===== src/rtl/acd_pkg.sv =====
// Shared constants for the AC-drive polarity controller.
// Assumes: line periods are given in line strobes, vertical reset to wrap.
package acd_pkg;
    localparam int unsigned NTSC_LINES_DEF = 269;
    localparam int unsigned PAL_LINES_DEF  = 321;
endpackage


===== src/rtl/acd_line_counter.sv =====
// Auxiliary vertical line counter. Counts line strobes since the last
// vertical reset and wraps at the period of the selected standard.
// A wrap means a whole period passed with no vertical reset.
// Assumes: line_stb and vreset are single-cycle pulses; a reset wins
// over a coincident strobe.
module acd_line_counter #(
    parameter int unsigned NTSC_LINES = acd_pkg::NTSC_LINES_DEF,
    parameter int unsigned PAL_LINES  = acd_pkg::PAL_LINES_DEF
) (
    input  logic clk,
    input  logic rst_n,
    input  logic line_stb,
    input  logic vreset,
    input  logic pal_sel,
    output logic wrap
);
    localparam int unsigned MAXP = (PAL_LINES > NTSC_LINES) ? PAL_LINES : NTSC_LINES;
    localparam int unsigned CW   = $clog2(MAXP);
    localparam logic [CW-1:0] NTSC_LAST = CW'(NTSC_LINES - 1);
    localparam logic [CW-1:0] PAL_LAST  = CW'(PAL_LINES - 1);

    logic [CW-1:0] cnt_q;
    logic [CW-1:0] last_idx;

    // Last line index of the selected standard, and the wrap condition.
    always_comb begin
        last_idx = pal_sel ? PAL_LAST : NTSC_LAST;
        wrap     = line_stb && !vreset && (cnt_q >= last_idx);
    end

    // Line count: cleared by a vertical reset, advanced by each strobe.
    always_ff @(posedge clk) begin
        if (!rst_n)
            cnt_q <= '0;
        else if (vreset)
            cnt_q <= '0;
        else if (line_stb)
            cnt_q <= wrap ? '0 : cnt_q + 1'b1;
    end
endmodule


===== src/rtl/acd_signal_monitor.sv =====
// Tracks the presence of a vertical signal. Enters no-signal on a counter
// wrap and leaves it on the first line boundary at or after a vertical
// reset. Produces the one-line substitute reference and the field event.
// Assumes: wrap is only asserted together with line_stb.
module acd_signal_monitor (
    input  logic clk,
    input  logic rst_n,
    input  logic line_stb,
    input  logic vreset,
    input  logic wrap,
    output logic no_sig,
    output logic vref_stb,
    output logic field_evt
);
    logic vr_pend_q;

    // Field boundary: a line strobe that closes a field, real or substitute.
    always_comb field_evt = line_stb && (wrap || vreset || vr_pend_q);

    // Remember a mid-line vertical reset until the next line boundary.
    always_ff @(posedge clk) begin
        if (!rst_n)
            vr_pend_q <= 1'b0;
        else if (line_stb)
            vr_pend_q <= 1'b0;
        else if (vreset)
            vr_pend_q <= 1'b1;
    end

    // No-signal flag, updated on line boundaries only.
    always_ff @(posedge clk) begin
        if (!rst_n)
            no_sig <= 1'b0;
        else if (line_stb) begin
            if (wrap)
                no_sig <= 1'b1;
            else if (vreset || vr_pend_q)
                no_sig <= 1'b0;
        end
    end

    // Substitute reference: high for the line that starts at a wrap.
    always_ff @(posedge clk) begin
        if (!rst_n)
            vref_stb <= 1'b0;
        else if (line_stb)
            vref_stb <= wrap;
    end
endmodule


===== src/rtl/acd_polarity_gen.sv =====
// AC-drive polarity generator. Picks the flip event (each line or each
// field boundary), holds it for one clock and then inverts the output,
// so the change lands one clock after the vertical clock change point.
// Assumes: field_inv is stable around a flip.
module acd_polarity_gen (
    input  logic clk,
    input  logic rst_n,
    input  logic line_stb,
    input  logic field_evt,
    input  logic field_inv,
    output logic frp
);
    logic flip;
    logic flip_q;

    // Flip request for the selected inversion mode.
    always_comb flip = field_inv ? field_evt : line_stb;

    // One-clock lag behind the change point.
    always_ff @(posedge clk) begin
        if (!rst_n)
            flip_q <= 1'b0;
        else
            flip_q <= flip;
    end

    // Polarity register.
    always_ff @(posedge clk) begin
        if (!rst_n)
            frp <= 1'b0;
        else if (flip_q)
            frp <= ~frp;
    end
endmodule


===== src/rtl/panel_acdrive_ctrl.sv =====
// Top of the AC-drive polarity and sync-loss controller. Joins the
// auxiliary line counter, the signal monitor and the polarity generator.
// Assumes: single-cycle line and vertical reset pulses on the pixel clock.
module panel_acdrive_ctrl #(
    parameter int unsigned NTSC_LINES = acd_pkg::NTSC_LINES_DEF,
    parameter int unsigned PAL_LINES  = acd_pkg::PAL_LINES_DEF
) (
    input  logic clk,
    input  logic rst_n,
    input  logic line_stb,
    input  logic vreset,
    input  logic pal_sel,
    input  logic field_inv,
    output logic frp,
    output logic no_sig,
    output logic vref_stb,
    output logic pd_oe
);
    logic wrap;
    logic field_evt;

    acd_line_counter #(
        .NTSC_LINES(NTSC_LINES),
        .PAL_LINES (PAL_LINES)
    ) u_cnt (
        .clk     (clk),
        .rst_n   (rst_n),
        .line_stb(line_stb),
        .vreset  (vreset),
        .pal_sel (pal_sel),
        .wrap    (wrap)
    );

    acd_signal_monitor u_mon (
        .clk      (clk),
        .rst_n    (rst_n),
        .line_stb (line_stb),
        .vreset   (vreset),
        .wrap     (wrap),
        .no_sig   (no_sig),
        .vref_stb (vref_stb),
        .field_evt(field_evt)
    );

    acd_polarity_gen u_pol (
        .clk      (clk),
        .rst_n    (rst_n),
        .line_stb (line_stb),
        .field_evt(field_evt),
        .field_inv(field_inv),
        .frp      (frp)
    );

    // Phase-comparator drive enable, released while no signal is present.
    always_comb pd_oe = !no_sig;
endmodule


===== config.mk =====
export PLATFORM = sky130hd
export DESIGN_NAME = panel_acdrive_ctrl
export DESIGN_NICKNAME = d
export VERILOG_FILES = /design/src/rtl/acd_pkg.sv /design/src/rtl/acd_line_counter.sv /design/src/rtl/acd_signal_monitor.sv /design/src/rtl/acd_polarity_gen.sv /design/src/rtl/panel_acdrive_ctrl.sv
export SDC_FILE = /design/constraint.sdc
export NUM_CORES = 1
export LEC_CHECK = 0
export BUFFER_PORTS_ARGS = -buffer_cell sky130_fd_sc_hd__buf_2
export CORE_MARGIN = 3
export CORE_UTILIZATION = 30
export DETAILED_ROUTE_END_ITERATION = 6
export GPL_ROUTABILITY_DRIVEN = 0
export SLEW_MARGIN = 20
export SYNTH_ARGS = -nofsm -noshare
export SYNTH_HDL_FRONTEND = slang
export SYNTH_SLANG_ARGS = --single-unit

===== constraint.sdc =====
create_clock -name clk -period 3.5 [get_ports clk]
set_input_delay 0.175 -clock clk [delete_from_list [all_inputs] [get_ports clk]]
set_output_delay 0.175 -clock clk [all_outputs]
set_load 0.01 [all_outputs]

==> tab_implementation.tex, run 1 <==
\begin{tabular}{lr}
\hline
Metric & Value \\
\hline
\multicolumn{2}{l}{\textbf{Outcome}} \\
Run status & complete, no violations \\
\multicolumn{2}{l}{\textbf{Min path}} \\
Kind of path behind the tightest hold check & input pin to register \\
Min-Delay Path Depth & 2 \\
\multicolumn{2}{l}{\textbf{Layout}} \\
Layout Area Growth over Synthesis & 12.2\% \\
Area of all placed cells without fillers & 830 µm² \\
Share of post-route cells with drive strength above 1 & 15.4\% \\
Antenna diodes & 0 \\
Most common cell after layout, fill and taps aside & sky130\_fd\_sc\_hd\_\_dfxtp\_1 \\
Share of the core filled with cells in the final layout & 36.4\% \\
Net total in the final layout & 104 \\
Most frequent cells in the layout & sky130\_fd\_sc\_hd\_\_dfxtp\_1, sky130\_fd\_sc\_hd\_\_buf\_2, sky130\_fd\_sc\_hd\_\_inv\_1, sky130\_fd\_sc\_hd\_\_o21ai\_0, sky130\_fd\_sc\_hd\_\_nand2\_1 \\
\multicolumn{2}{l}{\textbf{GRT}} \\
Pin count of the biggest net entering global routing & 13 \\
All-Layer GR Usage & 11.0\% \\
Total congestion overflow after global routing & 0 \\
Number of global-route vias before repair & 622 \\
Wire length of the first global-routing pass & 2710 µm \\
Number of antenna violations at the first check in global routing & 0 \\
\multicolumn{2}{l}{\textbf{Synth}} \\
Syn\_nets & 92 \\
Share of synthesized registers carrying an async set or reset & 0\% \\
Sequential share of the synthesized area & 37.9\% \\
Cell type with the largest total area after synthesis & sky130\_fd\_sc\_hd\_\_dfxtp\_1 \\
Mapped Area & 739 µm² \\
Number of distinct library cell variants in the gate-level netlist after synthesis & 31 \\
Most frequently used flop master after synthesis & sky130\_fd\_sc\_hd\_\_dfxtp\_1 \\
Count of flip-flops with a built-in enable after synthesis & 0 \\
FF+latch count, synth & 14 \\
Cells after synthesis & 81 \\
Dominant cells by area after synthesis & sky130\_fd\_sc\_hd\_\_dfxtp\_1, sky130\_fd\_sc\_hd\_\_ha\_1, sky130\_fd\_sc\_hd\_\_a221oi\_1 \\
Share of Yosys cell area claimed by the top area cell type & 37.9\% \\
Yosys warns & 0 \\
Average footprint of a synthesized cell & 9.13 µm² \\
\multicolumn{2}{l}{\textbf{Worst setup path}} \\
Worst reg-to-reg path cell count & 5 \\
Classification of the worst setup path & register to register \\
CP max stage delay & 0.40 ns \\
Cell family with most CP delay & compound AO/OA/AOI/OAI gates \\
Critical path fanouts, max & 8 \\
Crit path buf inv count & 1 \\
Critical path depth in cells & 5 \\
CP max stage cell & sky130\_fd\_sc\_hd\_\_dfxtp\_1 \\
Cell-by-cell trace of the critical path & inv\_1 -> ha\_1 -> a21boi\_0 -> o211ai\_1 -> a221oi\_1 \\
Required time reported for the critical path endpoint & 3.69 ns \\
Category of the worst setup path launch point & register \\
Crit end category & register \\
Arrival time of the worst setup path & 2.06 ns \\
R2R setup slack & 1.63 ns \\
\multicolumn{2}{l}{\textbf{Placed design}} \\
Instance area after placement & 807 µm² \\
Post-Place Worst Slack & 1.68 ns \\
DP HPWL & 1140 µm \\
Port bufs & 9 \\
\multicolumn{2}{l}{\textbf{CTS}} \\
Number of buffers created by CTS & 3 \\
Post-CTS Hold Fix Bufs & 0 \\
Deepest clock path buffer count & 2 \\
TritonCTS clock tree & done \\
Post-CTS Setup Inserts & 0 \\
Root buffer cell & sky130\_fd\_sc\_hd\_\_clkbuf\_4 \\
Post-CTS Resized & 0 \\
Clock net sink count & 14 \\
H-tree lvl count & 1 \\
Clk\_lat worst skew & 0.28 ns \\
Clock-pin slew on the worst setup and hold paths & 0.08 ns \\
\multicolumn{2}{l}{\textbf{Route}} \\
First-pass iteration count of the detailed router & 4 \\
Remaining design rule violation count & 0 \\
Ratio of routed vias to standard cells & 5.37 \\
Vias after detailed routing & 639 \\
Number of violations reported at the end of detailed-routing iteration 0 & 3 \\
Routed wire length per instance & 13.5 µm \\
DRT Wirelength & 1610 µm \\
Number of nets with antenna violations after routing & 0 \\
\multicolumn{2}{l}{\textbf{Flow run}} \\
Max-cap viol count & 0 \\
\multicolumn{2}{l}{\textbf{STA}} \\
Setup repair after global routing missed its margin & false \\
Final number of hold-violating endpoints & 0 \\
Transition at the pin with the smallest max-transition slack & 0.936 ns \\
Final clock skew & 0.00617 ns \\
Maximum clock frequency & 535 MHz \\
Sum of negative setup slack & 0 ns \\
Clock period minus worst slack & 1.87 ns \\
Final Max Slew Viols & 0 \\
Worst slew slack as a fraction of its limit & 37.1\% \\
Share of the cycle needed by the critical path after routing & 53.4\% \\
Final setup violation count & 0 \\
Final setup margin & 1.63 ns \\
\multicolumn{2}{l}{\textbf{Die}} \\
Standard-cell row count & 17 \\
Chip Height & 55.6 µm \\
Area of the core region & 2280 µm² \\
Initial core utilization & 32.5\% \\
IO Count & 10 \\
Area of the die & 3100 µm² \\
Die Wd & 55.6 µm \\
\multicolumn{2}{l}{\textbf{Power}} \\
Power density relative to cell area & 340 nW/µm² \\
Pleak & 0.000311 µW \\
Peak supply drop & 0.215 mV \\
\hline
\end{tabular}
-- Yosys cell counts, types with 2 or more instances --
cell type and count:
sky130_fd_sc_hd__nand2_1 6, sky130_fd_sc_hd__ha_1 5, sky130_fd_sc_hd__a211oi_1 4, sky130_fd_sc_hd__xnor2_1 2
sky130_fd_sc_hd__nor2_1 2, sky130_fd_sc_hd__xor2_1 3, sky130_fd_sc_hd__inv_1 7, sky130_fd_sc_hd__a221oi_1 4
sky130_fd_sc_hd__or3_1 4, sky130_fd_sc_hd__nand4_1 3, sky130_fd_sc_hd__o21ai_0 7, sky130_fd_sc_hd__nor3_1 2
sky130_fd_sc_hd__dfxtp_1 14
-- cell families (layout without fill, tap and decap cells) --
logic type | Yosys count | in the layout | synth area share [%]
and+or+nand+nor | 26 | 26 | 21.2
DFF | 14 | 14 | 37.9
adders and majority gates | 5 | 5 | 8.46
AOI/OAI and AO/OA | 22 | 22 | 21.3
buffers and inverters | 9 | 19 | 5.25
xor gates and xnor gates | 5 | 5 | 5.92
-- per-layer routing --
layer | GRT usage, % | wire length (µm) | vias to the layer above
li1 | - | - | 324
met2 | 16.6 | 701 | 15
met5 | 0 | 0 | -
met4 | 4.51 | 12 | 0
met3 | 6.03 | 110 | 2
met1 | 12.9 | 785 | 298
-- metrics by stage --
step | power, µW | hold slack, ns | std cells
final | 282 | 0.195 | 119
after global routing | 298 | 0.199 | 119
after CTS | 287 | 0.191 | 119
after detailed placement | 194 | 0.468 | 116
after global placement | 194 | 0.464 | 116
after floorplan | 185 | 0.297 | 81
-- area by class of cell --
| type | instances | area [µm²] |
|---|---|---|
| inverter | 7 | 26.3 |
| clock buffer | 3 | 22.5 |
| tap | 28 | 35.0 |
| multi-input combinational | 58 | 420 |
| sequential | 14 | 280 |
| fill | 240 | 1450 |
| timing repair buffer | 9 | 45.0 |
-- state kept, by name (all words and copies together), names as in the netlist --
signal	flops
u_cnt.cnt_q	9
u_mon.no_sig	1
u_mon.vr_pend_q	1
u_mon.vref_stb	1
u_pol.flip_q	1
u_pol.frp	1
-- worst paths after layout --
check | startpoint | to
hold / removal | rst_n | u_pol.frp
setup / recovery | u_cnt.cnt_q[2] | u_cnt.cnt_q[7]
setup reg to reg | u_cnt.cnt_q[2] | u_cnt.cnt_q[7]
hold reg to reg | u_cnt.cnt_q[8] | u_cnt.cnt_q[8]
-- worst register-to-register path, stage by stage, from the launching register on --
cell and delay, ns:
sky130_fd_sc_hd__dfxtp_1 0.40, sky130_fd_sc_hd__inv_1 0.09, sky130_fd_sc_hd__ha_1 0.27, sky130_fd_sc_hd__a21boi_0 0.33, sky130_fd_sc_hd__o211ai_1 0.33, sky130_fd_sc_hd__a221oi_1 0.35
-- report_power, final --
group          internal, µW  leakage, µW  total [µW]  switching [µW]
logic                  9.99     0.000184        25.9            15.9
registers               162     0.000114         165            2.63
clock network          39.9    0.0000138        90.8            50.9
total                   212     0.000311         282            69.4
No activity file was read; power rests on OpenSTA's default activity.
==> inputs of run 2 (changes only) <==
==> constraint.sdc (replaced) <==
create_clock -name clk -period 1.6 [get_ports clk]
set_input_delay 0.08 -clock clk [delete_from_list [all_inputs] [get_ports clk]]
set_output_delay 0.08 -clock clk [all_outputs]
set_load 0.01 [all_outputs]
==> tab_implementation.tex, run 2 (same netlist as run 1, synthesis figures left out) <==
\begin{tabular}{lr}
\hline
Metric & Value \\
\hline
\multicolumn{2}{l}{\textbf{Outcome}} \\
Run status & complete, no violations (unchanged) \\
\multicolumn{2}{l}{\textbf{STA}} \\
Final setup violation count & 0 (unchanged) \\
Final clock skew & 0.000379 ns (was 0.00617 ns) \\
Final number of hold-violating endpoints & 0 (unchanged) \\
Worst slew slack as a fraction of its limit & 59.7\% (was 37.1\%) \\
Final Max Slew Viols & 0 (unchanged) \\
Share of the cycle needed by the critical path after routing & 93.6\% (was 53.4\%) \\
Setup repair after global routing missed its margin & false (unchanged) \\
Transition at the pin with the smallest max-transition slack & 0.601 ns (was 0.936 ns) \\
Hold slack final & 0.102 ns (was 0.195 ns) \\
Maximum clock frequency & 668 MHz (was 535 MHz) \\
Clock period minus worst slack & 1.50 ns (was 1.87 ns) \\
\multicolumn{2}{l}{\textbf{Flow run}} \\
Max-cap viol count & 0 (unchanged) \\
\multicolumn{2}{l}{\textbf{CTS}} \\
H-tree lvl count & 1 (unchanged) \\
Clock net sink count & 14 (unchanged) \\
Clk\_lat worst skew & 0.28 ns (about the same) \\
Deepest clock path buffer count & 2 (unchanged) \\
TritonCTS clock tree & done (unchanged) \\
Post-CTS Hold Fix Bufs & 0 (unchanged) \\
Clock-pin slew on the worst setup and hold paths & 0.08 ns (about the same) \\
Number of buffers created by CTS & 3 (unchanged) \\
Root buffer cell & sky130\_fd\_sc\_hd\_\_clkbuf\_4 (unchanged) \\
Post-CTS Setup Inserts & 0 (unchanged) \\
\multicolumn{2}{l}{\textbf{Power}} \\
Peak supply drop & 0.376 mV (was 0.215 mV) \\
Pleak & 0.000345 µW (was 0.000311 µW) \\
Power density relative to cell area & 698 nW/µm² (was 340 nW/µm²) \\
\multicolumn{2}{l}{\textbf{Worst setup path}} \\
Category of the worst setup path launch point & register (unchanged) \\
Required time reported for the critical path endpoint & 1.73 ns (was 3.69 ns) \\
Arrival time of the worst setup path & 1.63 ns (was 2.06 ns) \\
Critical path fanouts, max & 8 (unchanged) \\
Crit end category & register (unchanged) \\
Classification of the worst setup path & register to register (unchanged) \\
\multicolumn{2}{l}{\textbf{Layout}} \\
Net total in the final layout & 110 (was 104) \\
Register name with the most flops & u\_cnt.cnt\_q (unchanged) \\
Layout Area Growth over Synthesis & 22.0\% (was 12.2\%) \\
Most frequent cells in the layout & sky130\_fd\_sc\_hd\_\_dfxtp\_1, sky130\_fd\_sc\_hd\_\_buf\_2, sky130\_fd\_sc\_hd\_\_inv\_1, sky130\_fd\_sc\_hd\_\_o21ai\_0 (was sky130\_fd\_sc\_hd\_\_dfxtp\_1, sky130\_fd\_sc\_hd\_\_buf\_2, sky130\_fd\_sc\_hd\_\_inv\_1, sky130\_fd\_sc\_hd\_\_o21ai\_0, sky130\_fd\_sc\_hd\_\_nand2\_1) \\
Share of post-route cells with drive strength above 1 & 25.8\% (was 15.4\%) \\
Share of the core filled with cells in the final layout & 39.6\% (was 36.4\%) \\
Antenna diodes & 0 (unchanged) \\
Most common cell after layout, fill and taps aside & sky130\_fd\_sc\_hd\_\_dfxtp\_1 (unchanged) \\
Number of flip-flops under the largest register name & 9 (unchanged) \\
\multicolumn{2}{l}{\textbf{Die}} \\
Initial core utilization & 32.5\% (unchanged) \\
Area of the die & 3100 µm² (unchanged) \\
Area of the core region & 2280 µm² (unchanged) \\
Chip Height & 55.6 µm (unchanged) \\
IO Count & 10 (unchanged) \\
Standard-cell row count & 17 (unchanged) \\
Die Wd & 55.6 µm (unchanged) \\
\multicolumn{2}{l}{\textbf{GRT}} \\
Pin count of the biggest net entering global routing & 13 (unchanged) \\
Total congestion overflow after global routing & 0 (unchanged) \\
Number of global-route vias before repair & 671 (was 622) \\
All-Layer GR Usage & 11.7\% (was 11.0\%) \\
Number of antenna violations at the first check in global routing & 0 (unchanged) \\
Wire length of the first global-routing pass & 2910 µm (was 2710 µm) \\
\multicolumn{2}{l}{\textbf{Route}} \\
DRT Wirelength & 1630 µm (was 1610 µm) \\
First-pass iteration count of the detailed router & 4 (unchanged) \\
Vias after detailed routing & 677 (was 639) \\
Ratio of routed vias to standard cells & 5.42 (was 5.37) \\
Number of nets with antenna violations after routing & 0 (unchanged) \\
Number of violations reported at the end of detailed-routing iteration 0 & 12 (was 3) \\
Remaining design rule violation count & 0 (unchanged) \\
Routed wire length per instance & 13.0 µm (was 13.5 µm) \\
\multicolumn{2}{l}{\textbf{Placed design}} \\
DP HPWL & 1220 µm (was 1140 µm) \\
Port bufs & 9 (unchanged) \\
\multicolumn{2}{l}{\textbf{Min path}} \\
Kind of path behind the tightest hold check & input pin to register (unchanged) \\
\hline
\end{tabular}
-- run 2: what timing repair did --
action	in CTS	in global routing
cloned	0	0
pin swaps	0	0
resized for setup	1	5
endpoints found under the setup margin	8	8
-- run 2: worst paths after layout --
path,endpoint,slack (ns),cells after the start,startpoint
setup / recovery,u_cnt.cnt_q[5],0.10,4,u_cnt.cnt_q[6]
hold / removal,u_pol.frp,0.10,2,rst_n
hold reg to reg,u_cnt.cnt_q[8],0.48,2,u_cnt.cnt_q[8]
setup reg to reg,u_cnt.cnt_q[5],0.10,4,u_cnt.cnt_q[6]
-- run 2: per-layer routing --
layer / wire length [µm] / up-vias / global-route usage (%)
met5: 0 / - / 0
met4: 12 / 0 / 3.13
met3: 102 / 2 / 5.10
met2: 758 / 17 / 18.9
met1: 757 / 318 / 14.2
li1: - / 340 / -
-- run 2: final cells by class --
class                      count  area (µm²)
sequential                    14         280
multi-input combinational     58         448
timing repair buffer          15        90.1
fill                         236        1370
inverter                       7        26.3
tap                           28        35.0
clock buffer                   3        22.5
-- run 2: through the flow --
step | worst slack (ns) | TNS (ns) | instance area (µm²) | std cells | total power (µW)
2_1_floorplan | 0.0382 | 0 | 739 | 81 | 405
3_3_place_gp | -0.0887 | -0.519 | 852 | 122 | 433
3_5_place_dp | -0.0904 | -0.525 | 852 | 122 | 434
4_1_cts | 0.0589 | 0 | 880 | 125 | 633
5_1_grt | 0.0132 | 0 | 902 | 125 | 660
6_report | 0.103 | 0 | 902 | 125 | 629
-- run 2: report_power, final --
| part | total (µW) | switching [µW] | internal (µW) |
|---|---|---|---|
| clock | 200 | 112 | 87.3 |
| combinational | 71.0 | 40.8 | 30.2 |
| sequential | 359 | 3.34 | 355 |
| total | 629 | 157 | 473 |
-- run 2: critical path, cell delays in order (launching register included) --
cell and delay [ns]:
sky130_fd_sc_hd__dfxtp_1 0.32, sky130_fd_sc_hd__ha_1 0.27, sky130_fd_sc_hd__nor3_1 0.06, sky130_fd_sc_hd__nor3_2 0.52, sky130_fd_sc_hd__a221oi_1 0.18
